===== src/rtl/rx_ctrl_pkg.sv =====
package rx_ctrl_pkg;

  typedef enum logic [2:0] {
    RX_STOP  = 3'd0,
    RX_FETCH = 3'd1,
    RX_WAIT  = 3'd2,
    RX_RECV  = 3'd3,
    RX_SUSP  = 3'd4
  } rx_state_e;

  typedef struct packed {
    logic accept;
    logic drop;
    logic done;
    logic release_d;
    logic unavail;
  } rx_pulse_t;

  localparam int unsigned PULSE_W = 5;

  // keep decision: filter must pass, damage only tolerated with pass_bad
  function automatic logic keep_frame(input logic runt, input logic trunc,
                                      input logic pass_bad, input logic addr_ok,
                                      input logic promisc);
    logic damaged;
    logic filt_ok;
    damaged = runt | trunc;
    filt_ok = addr_ok | promisc;
    return filt_ok & (~damaged | pass_bad);
  endfunction

  function automatic logic ctrl_owns(input logic own_bit);
    return own_bit;
  endfunction

endpackage


===== src/rtl/rx_start_edge.sv =====
module rx_start_edge (
  input  logic clk,
  input  logic rst_n,
  input  logic cmd_in,
  output logic rise_o
);
  logic cmd_q;

  always_ff @(posedge clk) begin
    if (!rst_n) cmd_q <= 1'b0;
    else        cmd_q <= cmd_in;
  end

  assign rise_o = cmd_in & ~cmd_q;
endmodule


===== src/rtl/rx_desc_check.sv =====
module rx_desc_check #(
  parameter int unsigned DESC_W = 32
) (
  input  logic              vld_i,
  input  logic [DESC_W-1:0] word_i,
  output logic              ctrl_o,
  output logic              host_o
);
  import rx_ctrl_pkg::*;
  localparam int unsigned OWN_POS = DESC_W - 1;

  logic own;
  assign own    = ctrl_owns(word_i[OWN_POS]);
  assign ctrl_o = vld_i & own;
  assign host_o = vld_i & ~own;
endmodule


===== src/rtl/rx_frame_judge.sv =====
module rx_frame_judge (
  input  logic eof_i,
  input  logic runt_i,
  input  logic trunc_i,
  input  logic pass_bad_i,
  input  logic addr_i,
  input  logic promisc_i,
  output logic keep_o,
  output logic toss_o
);
  import rx_ctrl_pkg::*;
  logic verdict;
  assign verdict = keep_frame(runt_i, trunc_i, pass_bad_i, addr_i, promisc_i);
  assign keep_o  = eof_i & verdict;
  assign toss_o  = eof_i & ~verdict;
endmodule


===== src/rtl/rx_proc_ctrl.sv =====
module rx_proc_ctrl #(
  parameter int unsigned DESC_W = 32
) (
  input  logic              clk,
  input  logic              rst_n,
  input  logic              run_cmd,
  input  logic              pass_bad,
  input  logic              promisc,
  input  logic              poll_demand,
  output logic              desc_req,
  input  logic              desc_vld,
  input  logic [DESC_W-1:0] desc_word,
  input  logic              frame_sof,
  input  logic              frame_eof,
  input  logic              frame_runt,
  input  logic              frame_trunc,
  input  logic              addr_hit,
  output logic              frame_accept,
  output logic              frame_drop,
  output logic              rx_done,
  output logic              desc_release,
  output logic              buf_unavail,
  output logic [2:0]        proc_state
);
  import rx_ctrl_pkg::*;

  rx_state_e state_q, state_d;
  rx_pulse_t pulse_q, pulse_d;

  // named internal events
  logic start_rise_w;
  logic ctrl_owned_w;
  logic host_owned_w;
  logic eof_in_recv_w;
  logic keep_w;
  logic toss_w;

  rx_start_edge u_edge (
    .clk    (clk),
    .rst_n  (rst_n),
    .cmd_in (run_cmd),
    .rise_o (start_rise_w)
  );

  rx_desc_check #(.DESC_W(DESC_W)) u_desc (
    .vld_i  (desc_vld),
    .word_i (desc_word),
    .ctrl_o (ctrl_owned_w),
    .host_o (host_owned_w)
  );

  assign eof_in_recv_w = frame_eof & (state_q == RX_RECV);

  rx_frame_judge u_judge (
    .eof_i      (eof_in_recv_w),
    .runt_i     (frame_runt),
    .trunc_i    (frame_trunc),
    .pass_bad_i (pass_bad),
    .addr_i     (addr_hit),
    .promisc_i  (promisc),
    .keep_o     (keep_w),
    .toss_o     (toss_w)
  );

  always_comb begin
    state_d = state_q;
    pulse_d = '0;
    unique case (state_q)
      RX_STOP: begin
        if (start_rise_w) state_d = RX_FETCH;
      end
      RX_FETCH: begin
        if (!run_cmd) begin
          state_d = RX_STOP;
        end else if (ctrl_owned_w) begin
          state_d = RX_WAIT;
        end else if (host_owned_w) begin
          state_d         = RX_SUSP;
          pulse_d.unavail = 1'b1;
        end
      end
      RX_WAIT: begin
        if (!run_cmd)       state_d = RX_STOP;
        else if (frame_sof) state_d = RX_RECV;
      end
      RX_RECV: begin
        if (keep_w) begin
          pulse_d.accept    = 1'b1;
          pulse_d.done      = 1'b1;
          pulse_d.release_d = 1'b1;
          state_d           = run_cmd ? RX_FETCH : RX_STOP;
        end else if (toss_w) begin
          pulse_d.drop = 1'b1;
          state_d      = run_cmd ? RX_WAIT : RX_STOP;
        end
      end
      RX_SUSP: begin
        if (!run_cmd)                       state_d = RX_STOP;
        else if (poll_demand || frame_sof)  state_d = RX_FETCH;
      end
      default: state_d = RX_STOP;
    endcase
  end

  always_ff @(posedge clk) begin
    if (!rst_n) begin
      state_q <= RX_STOP;
      pulse_q <= '0;
    end else begin
      state_q <= state_d;
      pulse_q <= pulse_d;
    end
  end

  assign desc_req     = (state_q == RX_FETCH);
  assign frame_accept = pulse_q.accept;
  assign frame_drop   = pulse_q.drop;
  assign rx_done      = pulse_q.done;
  assign desc_release = pulse_q.release_d;
  assign buf_unavail  = pulse_q.unavail;
  assign proc_state   = state_q;
endmodule


===== config.mk =====
export PLATFORM = sky130hd
export DESIGN_NAME = rx_proc_ctrl
export DESIGN_NICKNAME = d
export VERILOG_FILES = /design/src/rtl/rx_ctrl_pkg.sv /design/src/rtl/rx_start_edge.sv /design/src/rtl/rx_desc_check.sv /design/src/rtl/rx_frame_judge.sv /design/src/rtl/rx_proc_ctrl.sv
export SDC_FILE = /design/constraint.sdc
export NUM_CORES = 1
export LEC_CHECK = 0
export BUFFER_PORTS_ARGS = -buffer_cell sky130_fd_sc_hd__buf_2
export CAP_MARGIN = 20
export CORE_MARGIN = 1.5
export CORE_UTILIZATION = 27
export CTS_CLUSTER_DIAMETER = 40
export CTS_CLUSTER_SIZE = 12
export DETAILED_ROUTE_END_ITERATION = 6
export GPL_ROUTABILITY_DRIVEN = 0
export PLACE_DENSITY = 0.72
export REMOVE_ABC_BUFFERS = 1
export SLEW_MARGIN = 25
export SYNTH_ARGS = -nofsm -noshare
export SYNTH_HDL_FRONTEND = slang
export SYNTH_SLANG_ARGS = --single-unit

===== constraint.sdc =====
create_clock -name clk -period 1.3 [get_ports clk]
set_input_delay 0.13 -clock clk [delete_from_list [all_inputs] [get_ports clk]]
set_output_delay 0.13 -clock clk [all_outputs]
set_load 0.1 [all_outputs]

==> results.md <==
- Clk_lat worst skew: roughly 0.26 ns
- IO Pins: 53
- Hold/Removal Path Class: primary input to flip-flop
- DR WL/cell: 11.1 um
- Core area: between 1000 and 1500 um^2
- Cts hold-fix bufs: 0
- Mapped Avg Cell Area: around 8.5 um^2
- Fraction of registers with async set/reset: 0%
- Final worst slack: about 0.07 ns
- Worst-Margin Slew: between 0.4 and 0.5 ns
- Post-Synth Simple-Gate Area: a little under a third
- Crit path launch type: flip-flop
- Register bit total from synthesis: 7
- Seq/Total Area, Yosys: between 30% and 40%
- H-tree levels: 1
- Synth area leaders: dfxtp_1 33%, a2111oi_2 7.1%, nor2_1 6.2%, buf_4 3.6%, nand2_1 3.6%
- Synth Instances: 50
- Initial antenna violation count: 0
- HP Start: desc_word[31]
- Placed cell count: a little under 90
- Clock skew: 0.00624 ns
- Relative slew slack: 67.9%
- Final Instance Area: ~670 um^2
- Final setup violation count: 0
- WS Path Type: flip-flop to output port
- Cell Count, Final, Fillers Out: 92
- CTS tree: done
- Max FO, Critical Path: 12
- Rows: 14
- Vias in the first global route: between 400 and 500
- DRT Pass-1 Iters: 2
- XOR/XNOR Fraction of Synth Area: 0%
- Area delta synth->final: 58.9%
- Min Tclk post-route: between 1 and 1.5 ns
- Port buffer count: 21
- Maximum number of pins on one net before global-route repair: 13
- Pre-CTS setup slack: -0.0378 ns
- DP Area: slightly above 600 um^2
- Effective utilization at floorplan: between 20% and 30%
- Max IR drop VDD: approximately 0.00056 V
- Final core occ: a little under half
- Maxcap violations: 0
- Mapped Area: between 400 and 500 um^2
- Netlist cell types: 29
- Final TNS setup: 0 ns
- Fin Hold WS: slightly above 0.08 ns
- Final Cycle Share: 94.6%
- Share of the synthesized area in the top cell type: around 33%
- # fillers: around 140
- Fin. max-slew vios: 0
- Worst-path clk slew: roughly 0.050 ns
- Mux cell area share after synthesis: 0%
- Power Dens Cells: between 900 and 1000 nW/um^2
- Via density: about 4.9
- Root Buffer: clkbuf_4
- Die width: around 43 um
- Pleak: between 0.3 and 0.4 nW
- Final Hold Fails: 0
- Req. time, crit path: about 1.2 ns
- Gr usage total: 13.5%
- Post-route DRC: 0
- Primary FF master, synth: dfxtp_1
- FMAX: between 0.8 and 0.9 GHz
- Post-synth EDFFs: 0
- Die height: about 43 um
- Sequential cell area: roughly 150 um^2
- Post-layout nets: 121
- Synth area leader: dfxtp_1
- CTS max path bufs: 2
- CTS buffer count: 3
- Crit path launch: proc_state[2]
- Routed wire length: 1020 um
- CTS Sinks: 7
- Run status: complete, no violations
- Synth warn: 0
- Crit. End Element: output port
- Diode count: 0
- Setup Fix Bufs, Post-CTS: 0
- Reg2reg start: proc_state[0]
- Die Area: roughly 1800 um^2
- Largest family of logic cells by synthesized area: simple AND/OR/NAND/NOR gates
- DP Wirelength: 829 um
- First-pass GRT wire length: roughly 1800 um
- Adder-cell share of the synthesized area: 0%
- RSZ-0062 raised after global routing: true
- Most frequent cells in the layout: 17 x buf_2, 5 x nor2_1, 5 x buf_4
- First-iteration detailed-routing DRC count: 3
- Area occupied by multi-input gates: 263 um^2
- Commonest non-fill, non-tap cell in the layout: buf_2
- Arrival time worst endpoint: roughly 1.1 ns
- Share of cells above drive strength 1: a little over half
- Via count: approximately 450
- Compound-Gate Fraction of Synth Area: 25.7%
- Tot Pwr: roughly 0.61 mW
- Detail Route Antenna Nets: 0
- Grt ovf: 0
==> synthesized netlist by cell type (all sizes together), types with 2 or more instances <==
| cell | number |
|---|---|
| a31o | 2 |
| nor2b | 2 |
| nor3b | 2 |
| dfxtp | 7 |
| buf | 4 |
| a21oi | 2 |
| a2111oi | 2 |
| nand2 | 4 |
| inv | 3 |
| o22ai | 2 |
| nor2 | 7 |
==> critical path: stages, from the launching register on <==
cell and delay [ns]:
dfxtp_4 0.38, nand2b_4 0.16, nor2_4 0.13, buf_12 0.18
==> cell type report <==
class / count / area share, %
clock buffer: 4 / 3.91
inverter: 3 / 1.68
multi-input combinational: 36 / 39.1
sequential: 7 / 22.2
tap: 16 / 2.98
timing repair buffer: 26 / 30.2
==> where the power goes <==
group          leakage [nW]  switching (mW)  internal, mW
logic                 0.236           0.105        0.0761
clock network        0.0150          0.0832         0.117
registers            0.0588          0.0111         0.218
total                 0.310           0.199         0.412
==> cells by family after synthesis <==
group | after synthesis
flip-flops | 7
AND/OR/NAND/NOR | 23
AO/OA/AOI/OAI | 13
buffers and inverters | 7
==> sequential cells by signal (all words and copies together), names as in the netlist <==
| name | cells |
|---|---|
| u_edge.cmd_q | 1 |
| proc_state | 3 |
| buf_unavail | 1 |
| frame_accept | 1 |
| frame_drop | 1 |
==> metal layers <==
layer / up-vias / wire length (um) / share of wire [%] / global-route usage (%)
li1: 234 / - / - / -
met1: 196 / 430 / 42 / 13.6
met2: 21 / 491 / 48 / 24.6
met3: 2 / 87 / 8.5 / 6.47
met4: 0 / 13 / 1.3 / 3.75
met5: - / 0 / 0 / 0
==> final timing paths <==
check	end	depth (start not counted)	slack, ns
worst max-delay path	desc_req	3	0.07
worst min-delay path	buf_unavail	2	0.08
worst max register to register	proc_state[1]	3	0.08
worst min register to register	buf_unavail	2	0.58
==> repair_timing <==
item	in CTS	in global routing
setup endpoints to repair	3	3
gates cloned	0	0
pin swaps	0	2
gates resized for setup	3	7
Note: power is estimated with default switching activity, not from simulation.
